## src/rtl/ocu_pkg.sv

```systemverilog
package ocu_pkg;

    localparam int NCH    = 5;
    localparam int ADDR_W = 4;

    typedef enum logic [1:0] {
        ACT_NONE   = 2'b00,
        ACT_TOGGLE = 2'b01,
        ACT_CLEAR  = 2'b10,
        ACT_SET    = 2'b11
    } act_e;

    typedef enum logic {
        WR_WAIT_HI = 1'b0,
        WR_HI_HELD = 1'b1
    } wrst_e;

    typedef enum logic {
        FRC_IDLE = 1'b0,
        FRC_PEND = 1'b1
    } frc_e;

    localparam logic [ADDR_W-1:0] A_FORCE = 4'hA;
    localparam logic [ADDR_W-1:0] A_MASK  = 4'hB;
    localparam logic [ADDR_W-1:0] A_DATA  = 4'hC;
    localparam logic [ADDR_W-1:0] A_CTL   = 4'hD;
    localparam logic [ADDR_W-1:0] A_FLAG  = 4'hE;
    localparam logic [ADDR_W-1:0] A_EN    = 4'hF;

endpackage

```

## src/rtl/ocu_cmp_chan.sv

```systemverilog
module ocu_cmp_chan
    import ocu_pkg::*;
#(
    parameter int CNT_W  = 16,
    parameter int DATA_W = 8
) (
    input  logic              clk,
    input  logic              rst_n,
    input  logic              wr_hi,
    input  logic              wr_lo,
    input  logic [DATA_W-1:0] wdata,
    input  logic              tick,
    input  logic [CNT_W-1:0]  cnt_val,
    output logic [CNT_W-1:0]  cmp_q,
    output logic              hit
);

    localparam int HI_W = CNT_W - DATA_W;

    wrst_e            st_q, st_d;
    logic [HI_W-1:0]  hold_q;

    // state register
    always_ff @(posedge clk or negedge rst_n) begin
        if (!rst_n) st_q <= WR_WAIT_HI;
        else        st_q <= st_d;
    end

    // next-state logic
    always_comb begin
        st_d = st_q;
        unique case (st_q)
            WR_WAIT_HI: if (wr_hi) st_d = WR_HI_HELD;
            WR_HI_HELD: if (wr_lo) st_d = WR_WAIT_HI;
        endcase
    end

    // holding byte and committed compare word
    always_ff @(posedge clk or negedge rst_n) begin
        if (!rst_n) begin
            hold_q <= '1;
            cmp_q  <= '1;
        end else begin
            if (wr_hi) hold_q <= wdata[HI_W-1:0];
            if (wr_lo) begin
                if (st_q == WR_HI_HELD) cmp_q <= {hold_q, wdata};
                else                    cmp_q <= {cmp_q[CNT_W-1:DATA_W], wdata};
            end
        end
    end

    assign hit = tick && (cnt_val == cmp_q);

    // the compare word only moves on a low-byte write
    assert_cmp_hold_R2: assert property (@(posedge clk) disable iff (!rst_n)
        !wr_lo |=> $stable(cmp_q));

endmodule

```

## src/rtl/ocu_force.sv

```systemverilog
module ocu_force
    import ocu_pkg::*;
#(
    parameter int N = 5
) (
    input  logic         clk,
    input  logic         rst_n,
    input  logic         tick,
    input  logic [N-1:0] set_i,
    output logic [N-1:0] pend_o
);

    for (genvar g = 0; g < N; g++) begin : g_chan
        frc_e st_q, st_d;

        always_ff @(posedge clk or negedge rst_n) begin
            if (!rst_n) st_q <= FRC_IDLE;
            else        st_q <= st_d;
        end

        always_comb begin
            st_d = st_q;
            unique case (st_q)
                FRC_IDLE: if (set_i[g]) st_d = FRC_PEND;
                FRC_PEND: if (tick && !set_i[g]) st_d = FRC_IDLE;
            endcase
        end

        assign pend_o[g] = (st_q == FRC_PEND);

        // a pending force is consumed by the tick it waits for
        assert_force_drain_R8: assert property (@(posedge clk) disable iff (!rst_n)
            (tick && pend_o[g] && !set_i[g]) |=> !pend_o[g]);
    end

endmodule

```

## src/rtl/ocu_pins.sv

```systemverilog
module ocu_pins
    import ocu_pkg::*;
#(
    parameter int N = 5
) (
    input  logic             clk,
    input  logic             rst_n,
    input  logic             tick,
    input  logic [N-1:0]     act_i,
    input  logic [2*N-3:0]   ctl_i,
    input  logic [N-1:0]     mask_i,
    input  logic [N-1:0]     data_i,
    output logic [N-1:0]     pin_o
);

    localparam int MC = N - 1;   // index of the multi-line channel

    logic [N-1:0] pin_q, pin_d;

    always_comb begin
        pin_d = pin_q;
        for (int i = 0; i < MC; i++) begin
            if (act_i[i]) begin
                unique case (act_e'(ctl_i[2*i +: 2]))
                    ACT_NONE:   ;
                    ACT_TOGGLE: pin_d[i] = ~pin_q[i];
                    ACT_CLEAR:  pin_d[i] = 1'b0;
                    ACT_SET:    pin_d[i] = 1'b1;
                endcase
            end
        end
        if (act_i[MC]) pin_d = (pin_d & ~mask_i) | (data_i & mask_i);
    end

    always_ff @(posedge clk or negedge rst_n) begin
        if (!rst_n)    pin_q <= '0;
        else if (tick) pin_q <= pin_d;
    end

    assign pin_o = pin_q;

    assert_pin_hold_R11: assert property (@(posedge clk) disable iff (!rst_n)
        !tick |=> $stable(pin_q));

endmodule

```

## src/rtl/ocu_top.sv

```systemverilog
module ocu_top
    import ocu_pkg::*;
#(
    parameter int CNT_W  = 16,
    parameter int DATA_W = 8
) (
    input  logic              clk,
    input  logic              rst_n,
    input  logic              cnt_tick,
    input  logic [CNT_W-1:0]  cnt_val,
    input  logic              bus_wr,
    input  logic [ADDR_W-1:0] bus_addr,
    input  logic [DATA_W-1:0] bus_wdata,
    output logic [DATA_W-1:0] bus_rdata,
    output logic [NCH-1:0]    oc_pin,
    output logic              irq
);

    localparam int CTL_W = 2 * (NCH - 1);

    logic [CNT_W-1:0] cmp_arr [NCH];
    logic [NCH-1:0]   hit, pend, act, force_set, flag_clr;
    logic [NCH-1:0]   mask_q, data_q, en_q, flag_q;
    logic [CTL_W-1:0] ctl_q;
    logic [NCH-1:0]   wfield;

    assign wfield = bus_wdata[DATA_W-1 -: NCH];

    for (genvar i = 0; i < NCH; i++) begin : g_cmp
        localparam logic [ADDR_W-1:0] HI_A = ADDR_W'(2 * (NCH - 1 - i));
        localparam logic [ADDR_W-1:0] LO_A = ADDR_W'(2 * (NCH - 1 - i) + 1);

        ocu_cmp_chan #(.CNT_W(CNT_W), .DATA_W(DATA_W)) u_chan (
            .clk     (clk),
            .rst_n   (rst_n),
            .wr_hi   (bus_wr && (bus_addr == HI_A)),
            .wr_lo   (bus_wr && (bus_addr == LO_A)),
            .wdata   (bus_wdata),
            .tick    (cnt_tick),
            .cnt_val (cnt_val),
            .cmp_q   (cmp_arr[i]),
            .hit     (hit[i])
        );

        // a flag only rises after a genuine match, never from a force
        assert_flag_cause_R8: assert property (@(posedge clk) disable iff (!rst_n)
            $rose(flag_q[i]) |-> $past(hit[i]));
    end

    assign force_set = (bus_wr && bus_addr == A_FORCE) ? wfield : '0;
    assign flag_clr  = (bus_wr && bus_addr == A_FLAG)  ? wfield : '0;

    ocu_force #(.N(NCH)) u_force (
        .clk    (clk),
        .rst_n  (rst_n),
        .tick   (cnt_tick),
        .set_i  (force_set),
        .pend_o (pend)
    );

    assign act = hit | (pend & {NCH{cnt_tick}});

    ocu_pins #(.N(NCH)) u_pins (
        .clk    (clk),
        .rst_n  (rst_n),
        .tick   (cnt_tick),
        .act_i  (act),
        .ctl_i  (ctl_q),
        .mask_i (mask_q),
        .data_i (data_q),
        .pin_o  (oc_pin)
    );

    always_ff @(posedge clk or negedge rst_n) begin
        if (!rst_n) begin
            mask_q <= '0;
            data_q <= '0;
            en_q   <= '0;
            ctl_q  <= '0;
            flag_q <= '0;
        end else begin
            if (bus_wr && bus_addr == A_MASK) mask_q <= wfield;
            if (bus_wr && bus_addr == A_DATA) data_q <= wfield;
            if (bus_wr && bus_addr == A_EN)   en_q   <= wfield;
            if (bus_wr && bus_addr == A_CTL)  ctl_q  <= bus_wdata[CTL_W-1:0];
            flag_q <= (flag_q & ~flag_clr) | hit;
        end
    end

    assign irq = |(flag_q & en_q);

    always_comb begin
        bus_rdata = '0;
        case (bus_addr)
            A_FORCE: bus_rdata = '0;
            A_MASK:  bus_rdata[DATA_W-1 -: NCH] = mask_q;
            A_DATA:  bus_rdata[DATA_W-1 -: NCH] = data_q;
            A_CTL:   bus_rdata[CTL_W-1:0] = ctl_q;
            A_FLAG:  bus_rdata[DATA_W-1 -: NCH] = flag_q;
            A_EN:    bus_rdata[DATA_W-1 -: NCH] = en_q;
            default: begin
                for (int i = 0; i < NCH; i++) begin
                    if (bus_addr == ADDR_W'(2 * (NCH - 1 - i)))
                        bus_rdata = cmp_arr[i][CNT_W-1:DATA_W];
                    else if (bus_addr == ADDR_W'(2 * (NCH - 1 - i) + 1))
                        bus_rdata = cmp_arr[i][DATA_W-1:0];
                end
            end
        endcase
    end

endmodule

```

## config.mk

```make
export PLATFORM = sky130hd
export DESIGN_NAME = ocu_top
export DESIGN_NICKNAME = d
export VERILOG_FILES = /design/src/rtl/ocu_pkg.sv /design/src/rtl/ocu_cmp_chan.sv /design/src/rtl/ocu_force.sv /design/src/rtl/ocu_pins.sv /design/src/rtl/ocu_top.sv
export SDC_FILE = /design/constraint.sdc
export NUM_CORES = 1
export LEC_CHECK = 0
export BUFFER_PORTS_ARGS = -buffer_cell sky130_fd_sc_hd__buf_2
export CORE_AREA = 5 5 131 133
export CTS_BUF_LIST = sky130_fd_sc_hd__clkbuf_4
export DETAILED_ROUTE_END_ITERATION = 12
export DIE_AREA = 0 0 136 138
export PLACE_DENSITY = 0.73
export SYNTH_ARGS = -nofsm -noshare
export SYNTH_HDL_FRONTEND = slang
export SYNTH_SLANG_ARGS = --single-unit
```

## constraint.sdc

```tcl
create_clock -name clk -period 2.65 [get_ports clk]
set_input_delay 0.53 -clock clk [delete_from_list [all_inputs] [get_ports clk]]
set_output_delay 0.53 -clock clk [all_outputs]
set_load 0.03 [all_outputs]
```

==> run metrics, run 1 <==
outcome=complete, but fails checks; violated checks=negative setup slack; layout cell share with drive strength beyond 1=53.8%; Filler cells=between 1000 and 1500; area grow syn2layout=15.4%; slew at the pin with the worst max-slew slack=0.610 ns; initial antenna violation count=0; Critical Path Start Type=register; Iter 0 DRT Violations=601; non-filler cells, final=1061; Fin Setup TNS=-0.986 ns; Cell Area, Placed=approximately 9400 um^2; CP required=approximately 2.1 ns; NumNets Final=863; setup ws final=-0.304 ns; critical path arrival=around 2.4 ns; floorplan row count=46; fin util=63.3%; Final setup violation count=6; Post-route DRC=0; peak supply drop=between 0.0006 and 0.0007 V; antenna violation net count after detailed routing=0; worst slack at placement=-0.166 ns; Max-Cap Viols=0; Post-synth ARST share=100%; Yosys reg bits=between 150 and 200; Post-synth EDFFs=0; TritonRoute pass-1 iters=6; core box area=15700 um^2; Clock Skew=between 0.015 and 0.02 ns; Initial Util=a little over half; vias in the first global route=between 6000 and 7000; design area=9940 um^2; area of the multi-input gates=4190 um^2; pins over their slew limit=0; Reg clk slew, reported paths=approximately 0.15 ns; Crit Path Max Fanout=2; total grt overflow=0; clk_lat worst skew=0.58 ns; GRT Util Overall=28.0%; CTS Buf Count=17; sequential share of the synthesized area=49.1%; vias=6562; Chip Height=138 um; die area=18800 um^2; Crit. End Element=output port; Worst slew margin=59.4%; Min-Delay Path Class=input port to register; syn nets=768; final hold vios=0; first-pass GRT wire length=39800 um; synth warn=0; Die Wd=about 140 um; unrepaired setup endpoints after global routing=yes; CTS Sinks=163; Min Clock Period, post-route=2.95 ns; final worst-path cycle share=111%; routability cong.=1.01; Pwr Density=720 nW/um^2; LEAKAGE=around 0.004 uW; post-DP HPWL=18600 um; commonest non-fill, non-tap cell in the layout=mux2_2; Post-Syn Area=8610 um^2; DP Cell Count=1007; CTS tree=yes; Gate Count Post-Synth=736; H-tree levels=4; drt total wl=25800 um; DR WL/cell=24.3 um; clk buf depth=2; port bufs=45; Unique masters post-synth=53; largest net degree at the start of global routing=66; Primary FF master, synth=dfstp_2; Max Freq=~340 MHz; critical path class=register to output port; Top Ports=46; commonest cells after routing, fill and taps aside=mux2_2 (148), dfstp_2 (120), buf_4 (79); register area=around 4200 um^2; syn_area_per_cell=around 12 um^2; CTS Root Buffer Type=clkbuf_4; Avg Vias per Cell=6.18
-- path summary, 6_finish.rpt --
kind                                             end                     start  cells past startpoint  slack, ns
max in group asynchronous  g_cmp[3].u_chan.hold_q[7]                     rst_n                      3       1.38
max                                     bus_rdata[5]  g_cmp[1].u_chan.cmp_q[5]                      8      -0.30
max reg2reg                          u_pins.pin_o[1]  g_cmp[1].u_chan.cmp_q[6]                      8       0.15
min in group asynchronous       g_cmp[1].u_chan.st_q                     rst_n                      2       0.51
min                           u_force.g_chan[4].st_q              bus_wdata[7]                      3       0.41
min reg2reg                     g_cmp[2].u_chan.st_q      g_cmp[2].u_chan.st_q                      1       0.48
-- cell usage after synthesis, types with 4 or more instances --
cell	count	area [um^2]
a222oi_1	4	40.0
mux2_2	148	1670
o22ai_1	10	62.6
mux4_2	5	113
xnor2_1	76	666
nor4_1	5	31.3
nand3_1	16	80.1
a21oi_1	19	95.1
nor2_1	26	97.6
buf_2	20	100
dfstp_2	120	3150
xor2_1	4	35.0
dfrtp_1	43	1080
nor2b_1	7	43.8
inv_1	12	45.0
nand2b_1	9	56.3
o21ai_0	39	195
nand2_1	59	221
mux2i_1	17	170
clkbuf_1	21	78.8
nand4_1	18	113
-- routing by layer --
metal	global-route usage, %	part of all wire [%]	vias up
li1	-	-	2818
met1	39.6	43	3383
met2	43.2	47	290
met3	5.33	6.6	71
met4	9.44	3.5	0
met5	0	0	-
-- power breakdown --
group / leakage (uW) / total [uW] / switching (uW) / internal, uW
registers: 0.00179 / 3800 / 485 / 3320
clock network: 0.000162 / 1610 / 933 / 679
logic: 0.00207 / 1740 / 790 / 955
-- sequential cells by signal, indices dropped and copies added, names as in the netlist, named ones only --
name,cells
g_cmp.u_chan.st_q,5
en_q,5
mask_q,5
g_cmp.u_chan.hold_q,40
u_pins.pin_o,4
g_cmp.u_chan.cmp_q,80
u_force.g_chan.st_q,5
ctl_q,8
data_q,5
flag_q,5
-- critical path, cell delays in order, from the launching register on --
cell	delay [ns]
dfstp_2	0.58
mux2i_2	0.08
nor2_1	0.09
a21oi_1	0.06
o22a_1	0.25
a222oi_1	0.34
o21ai_1	0.15
o21ai_1	0.11
buf_4	0.18
-- final cells by class --
| cell class | instances | area share [%] |
|---|---|---|
| antenna | 1 | 0.0252 |
| clock buffer | 18 | 1.36 |
| clock inverter | 14 | 1.79 |
| inverter | 12 | 0.453 |
| multi-input combinational | 515 | 42.2 |
| sequential | 163 | 42.6 |
| tap | 216 | 2.72 |
| timing repair buffer | 122 | 8.91 |
-- logic make-up after synthesis --
group                     count (synthesis)  synth area share (%)
AOI/OAI and AO/OA                       105                  7.89
muxes                                   170                  22.6
buffers and inverters                    58                  3.12
DFF                                     163                  49.1
and+or+nand+nor                         160                  9.12
xor gates and xnor gates                 80                  8.13
-- repair_timing --
action	CTS	global route
setup buffers	13	7
endpoints found under the hold margin	18	0
gates cloned	0	0
pin swaps	6	15
resized for setup	23	15
endpoints found under the setup margin	8	8
hold buffers	1	0
-- per-stage QoR --
step | hold WS (ns) | power [uW]
final | 0.406 | 7160
after global routing | 0.390 | 7500
after CTS | 0.363 | 7120
after detailed placement | 0.467 | 5410
after global placement | 0.460 | 5330
after floorplan | 0.234 | 4810
Power figures use the tool's default switching activity.
==> inputs of run 2 (changes only) <==
Settings changed: CORE_AREA 5 5 131 133 to 5 5 132 134, DIE_AREA 0 0 136 138 to 0 0 137 139, SYNTH_HIERARCHICAL set to 1.
==> run metrics, run 2 <==
synth warn=6 (+6); Crit Path Max Fanout=2 (unchanged); Synth area leaders=dfstp_2 (36%), mux2_2 (19%), dfrtp_1 (12%); Unique masters post-synth=63 (+19%); Top Ports=46 (unchanged); Most flops, register=g_cmp.u_chan/cmp_q; routability cong.=0.995 (-1.5%); port bufs=45 (unchanged); Clock Skew=0.0226 ns (+0.00434 ns); CTS Root Buffer Type=clkbuf_4; Min Clock Period, post-route=2.73 ns (-0.226 ns); Post-Syn Area=8760 um^2 (+1.7%); total power=7260 uW (+1.4%); Cell Area, Placed=9580 um^2 (+2.4%); CTS tree=yes; Fin Setup TNS=-0.0819 ns (+0.904 ns); non-filler cells, final=1061 (unchanged); hold_sp=bus_wdata[7]; Reg clk slew, reported paths=0.14 ns (about the same); largest net degree at the start of global routing=53 (-20%); vias in the first global route=6796 (+2.8%); CTS Sinks=163 (unchanged); Final setup violation count=2 (-4); Largest regs=g_cmp.u_chan/cmp_q x80, g_cmp.u_chan/hold_q x40, ctl_q x8; area grow syn2layout=16.9%; CP required=2.12 ns (about the same); Pwr Density=709 nW/um^2 (-1.6%); pins over their slew limit=0 (unchanged); initial antenna violation count=2 (+2); Gate Count Post-Synth=723 (-1.8%); reg-to-reg endpoint=u_pins/pin_o[1]; design area=10200 um^2 (+3.1%); Initial Util=54.2% (-0.64 points); H-tree levels=4 (unchanged); post-synth top area share=36.0% (-0.62 points); hold depth=3 (unchanged); antenna violation net count after detailed routing=0 (unchanged); peak supply drop=0.000406 V (-35%); worst slack at placement=-0.0885 ns (+0.0776 ns); Post-synth ARST share=100% (unchanged); Iter 0 DRT Violations=545 (-9.3%); Worst slew margin=62.6% (+3.2 points); Post-synth top cells=mux2_2 (145), dfstp_2 (120), xnor2_1 (60), dfrtp_1 (43), nand2_1 (33); setup ws final=-0.0784 ns (+0.226 ns); commonest cells after routing, fill and taps aside=mux2_2 (145), dfstp_2 (120), buf_4 (77); drt total wl=27500 um (+6.8%); LEAKAGE=0.00427 uW (+6.1%); CTS Buf Count=17 (unchanged); slew at the pin with the worst max-slew slack=0.561 ns (-0.0486 ns); Worst Reg-to-Reg Cells=10 (+2); DR WL/cell=25.9 um (+6.8%); unrepaired setup endpoints after global routing=yes; Post-route DRC=0 (unchanged); r2r setup slk=0.14 ns (about the same); floorplan row count=47 (+2.2%); layout cell share with drive strength beyond 1=54.5% (+0.68 points); Post-synth EDFFs=0 (unchanged); final worst-path cycle share=103% (-8.5 points); critical path arrival=2.20 ns (-0.22 ns); syn_area_per_cell=12.1 um^2 (+3.6%); Primary FF master, synth=dfstp_2; count leader, synth=mux2_2; clk_lat worst skew=0.57 ns (about the same); sequential share of the synthesized area=48.3% (-0.83 points); core box area=16200 um^2 (+2.9%); syn nets=755 (-1.7%); DP Cell Count=1013 (+0.60%); Die Wd=137 um (+0.74%); Chip Height=139 um (+0.72%); outcome=complete, but fails checks; die area=19000 um^2 (+1.5%); largest area contributor in the netlist=dfstp_2; NumNets Final=858 (-0.58%); commonest non-fill, non-tap cell in the layout=mux2_2; Crit. End Element=output port; Min-Delay Path Class=input port to register; WHS Endpoint=flag_q[4]; Max-Cap Viols=0 (unchanged); Yosys reg bits=163 (unchanged); TritonRoute pass-1 iters=5 (-1); vias=6412 (-2.3%); Max Freq=367 MHz (+8.3%); total grt overflow=0 (unchanged); Critical Path Start Type=register; Avg Vias per Cell=6.04 (-2.3%); clk buf depth=2 (unchanged); first-pass GRT wire length=42000 um (+5.7%); post-DP HPWL=20300 um (+9.0%); max reg flops=80 (unchanged); violated checks=negative setup slack; final hold vios=0 (unchanged); critical path class=register to output port; GRT Util Overall=30.2% (+2.2 points); Crit Reg-Reg Startpoint=g_cmp[4].u_chan/cmp_q[10]
==> run 2: cell types whose count changed after synthesis, moves of 6 or more <==
cell | before | now
a221oi_1 | 0 | 9
a21o_1 | 0 | 17
o21ai_0 | 39 | 14
buf_4 | 1 | 15
nand2_1 | 59 | 33
xor2_1 | 4 | 20
and2_1 | 1 | 7
clkbuf_1 | 21 | 5
xnor2_1 | 76 | 60
==> run 2: worst max-delay path by stage <==
stage | startpoint | endpoint | cells after the start
2_1_floorplan | bus_addr[0] | bus_rdata[1] | 6
3_3_place_gp | bus_addr[1] | bus_rdata[6] | 7
3_5_place_dp | bus_addr[3] | bus_rdata[6] | 6
4_1_cts | g_cmp[2].u_chan/cmp_q[14] | bus_rdata[6] | 5
5_1_grt | g_cmp[2].u_chan/cmp_q[14] | bus_rdata[6] | 5
6_report | g_cmp[2].u_chan/cmp_q[14] | bus_rdata[6] | 5
==> run 2: layer usage <==
metal  wire length, um  track usage [%]
met1             11700             40.6
met2             13400             48.6
met3              1350             5.66
met4              1030             11.0
met5                19                0
==> run 2: critical path, stage by stage (launching register included) <==
cell and delay (ns):
dfstp_2 0.55, or4bb_1 0.41, a21oi_2 0.25, nor4_4 0.07, o221ai_2 0.19, buf_6 0.16
==> run 2: cells by family (layout without fill, tap and decap cells) <==
family	count (synthesis)	after routing	share of synthesized area, %
buffers and inverters	55	171	3.31
other	0	2	0
flip-flops	163	163	48.3
multiplexers	168	168	21.9
AND/OR/NAND/NOR	152	152	9.88
AO/OA/AOI/OAI	105	105	8.68
XOR/XNOR	80	80	8.00
==> run 2: power by group <==
part	switching (uW)	internal [uW]	leakage, uW
Clock	867	851	0.000185
Combinational	756	921	0.00230
Sequential	548	3310	0.00178
Total	2170	5090	0.00427
==> run 2: final cells by class <==
class                   count  area [um^2]
fillers                  1302         5930
multi-input cells         505         4410
flip-flops and latches    163         4230
repair buffers            122          913
well taps                 220          275
clock inverters            14          206
clock buffers              18          135
inverters                  17         63.8
diodes                      2         5.00
==> run 2: per-stage QoR <==
step           util (%)  hold slack, ns
2_1_floorplan         -           0.234
5_1_grt            63.3           0.434
3_3_place_gp       59.3           0.459
4_1_cts            62.5           0.402
3_5_place_dp       59.3           0.467
6_report           63.3           0.462
==> run 2: timing repair <==
action                     CTS  global route
setup buffers                8             5
hold buffers                 1             0
gates cloned                 0             0
resized for setup           29            15
setup endpoints to repair    7            10
pin swaps                   12             8
hold endpoints to repair    16             0
==> inputs of run 3 (changes only) <==
Settings changed: CORE_AREA 5 5 132 134 to 3 3 130 132, DIE_AREA 0 0 137 139 to 0 0 133 135.
==> run metrics, run 3 (synthesis results as in run 2) <==
Chip Height=135 um (-2.9%); H-tree levels=4 (unchanged); commonest non-fill, non-tap cell in the layout=mux2_2; peak supply drop=0.000689 V (+70%); Crit Path Max Fanout=2 (unchanged); Most flops, register=g_cmp.u_chan/cmp_q; CTS Sinks=163 (unchanged); GRT Util Overall=31.4% (+1.3 points); area of the multi-input gates=4400 um^2 (-0.26%); Die Wd=133 um (-2.9%); critical path class=register to output port; Initial Util=55.4% (+1.2 points); NumNets Final=857 (-0.12%); Avg Vias per Cell=6.22 (+2.9%); final hold vios=0 (unchanged); part of the power in combinational logic=23.9% (+0.8 points); Reg clk slew, reported paths=0.15 ns (about the same); area grow syn2layout=15.9%; clock power share=20.2% (-3.5 points); Post-route DRC=0 (unchanged); Worst slew margin=59.7% (-2.9 points); CTS Root Buffer Type=clkbuf_4; critical path, cell by cell=or4bb_1 -> a21oi_2 -> nor4_2 -> o221ai_4 -> buf_6; Net Sw Frac=32.1% (+2.2 points); port bufs=45 (unchanged); Min-Delay Path Class=input port to register; slew at the pin with the worst max-slew slack=0.599 ns (+0.0383 ns); unrepaired setup endpoints after global routing=yes; layout cell share with drive strength beyond 1=54.9% (+0.42 points); clk_lat worst skew=0.58 ns (about the same); NetSw=2230 uW (+2.6%); total grt overflow=0 (unchanged); vias in the first global route=6535 (-3.8%); max reg flops=80 (unchanged); commonest cells after routing, fill and taps aside=mux2_2 (145), dfstp_2 (120), buf_4 (72); Iter 0 DRT Violations=509 (-6.6%); Final setup violation count=1 (-1); critical path arrival=2.12 ns (-0.08 ns); routability cong.=0.969 (-2.6%); Largest regs=g_cmp.u_chan/cmp_q x80, g_cmp.u_chan/hold_q x40, ctl_q x8; Crit. End Element=output port; CTS tree=yes; antenna violation net count after detailed routing=0 (unchanged); worst slack at placement=-0.0730 ns (+0.0155 ns); vias=6552 (+2.2%); Top Ports=46 (unchanged); setup ws final=-0.00235 ns (+0.0760 ns); violated checks=negative setup slack; floorplan row count=46 (-2.1%); slowest CP cell=dfstp_2; core box area=15800 um^2 (-2.1%); Critical Path Start Type=register; fin util=64.2% (+0.83 points); Clock Skew=0.0233 ns (+0.000731 ns); Min Clock Period, post-route=2.65 ns (-0.0760 ns); first-pass GRT wire length=41600 um (-0.99%); LEAKAGE=0.00420 uW (-1.5%); total power=6940 uW (-4.4%); crit-path max cell delay=0.57 ns (+0.02 ns); outcome=complete, but fails checks; drt total wl=27500 um (-0.19%); CTS Buf Count=17 (unchanged); clk buf depth=2 (unchanged); DR WL/cell=26.1 um (+0.47%); CP required=2.12 ns (about the same); Max-Cap Viols=0 (unchanged); register area=4230 um^2 (about the same); initial antenna violation count=2 (unchanged); largest net degree at the start of global routing=57 (+7.5%); Filler cells=1259 (-3.3%); post-DP HPWL=19700 um (-2.8%); cell-internal power=4710 uW (-7.4%); Pwr Density=683 nW/um^2 (-3.6%); sequential power share=55.9% (+2.7 points); final worst-path cycle share=100% (-2.9 points); TritonRoute pass-1 iters=5 (unchanged); Max Freq=377 MHz (+2.9%); antenna cell count=0 (-2); die area=18000 um^2 (-5.7%); pins over their slew limit=0 (unchanged)
-- run 3: cell types whose count changed in the layout (fill, tap and decap cells not counted), sizes merged --
cell / change
clkinvlp: +2
buf: -1
bufinv: -4
diode: -2
clkinv: +2
-- run 3: per-layer routing --
layer  global-route usage [%]  routed length (um)  share of wire (%)
met1                     42.2               11700                 43
met2                     51.0               13100                 48
met3                     6.33                1560                5.7
met4                     11.3                1080                3.9
met5                        0                  11              0.040
-- run 3: cell type report --
class | instances | area share [%]
clock buffers | 18 | 1.33
repair buffers | 121 | 9.09
flip-flops and latches | 163 | 41.6
multi-input cells | 505 | 43.3
well taps | 216 | 2.66
clock inverters | 14 | 1.27
inverters | 17 | 0.665
-- run 3: path summary, 6_finish.rpt --
check                                     startpoint                   endpoint  slack [ns]  cells after the start
setup / recovery           g_cmp[2].u_chan/cmp_q[14]               bus_rdata[6]      -0.002                      5
hold / removal                              cnt_tick                  flag_q[0]        0.46                      4
setup reg to reg           g_cmp[4].u_chan/cmp_q[10]            u_pins/pin_o[1]        0.27                     11
hold reg to reg                 g_cmp[3].u_chan/st_q       g_cmp[3].u_chan/st_q        0.48                      1
max in group asynchronous                      rst_n  g_cmp[3].u_chan/cmp_q[15]        1.44                      3
min in group asynchronous                      rst_n     u_force/g_chan[1].st_q        0.49                      2
-- run 3: critical path, delay by kind of cell (launching register included) --
family,cells,cell delay (ns)
AO/OA/AOI/OAI,2,0.33
buffers and inverters,1,0.16
flip-flops,1,0.57
AND/OR/NAND/NOR,2,0.50
-- run 3: repair_timing --
item | 4_1_cts | 5_1_grt
cloned | 0 | 0
pin swaps | 14 | 9
hold endpoints to repair | 16 | 0
endpoints found under the setup margin | 8 | 8
hold buffers | 1 | 0
resized for setup | 30 | 18
setup buffers | 6 | 6
-- run 3: power groups by stage --
stage / combinational [uW] / clock, uW / sequential (uW)
CTS: 1610 / 1440 / 3860
global route: 1780 / 1540 / 3940
global placement: 1480 / 0 / 3880
detailed placement: 1520 / 0 / 3910
finish: 1660 / 1400 / 3870
floorplan: 1090 / 0 / 3640
-- run 3: per-stage QoR --
stage / area [um^2] / std cells / setup TNS (ns) / hold WS (ns)
2_1_floorplan: 8770 / 723 / 0 / 0.234
3_3_place_gp: 9600 / 1010 / -0.233 / 0.460
3_5_place_dp: 9600 / 1010 / -0.159 / 0.466
4_1_cts: 10000 / 1048 / -0.255 / 0.407
5_1_grt: 10200 / 1054 / -0.458 / 0.419
6_report: 10200 / 1054 / -0.00235 / 0.462
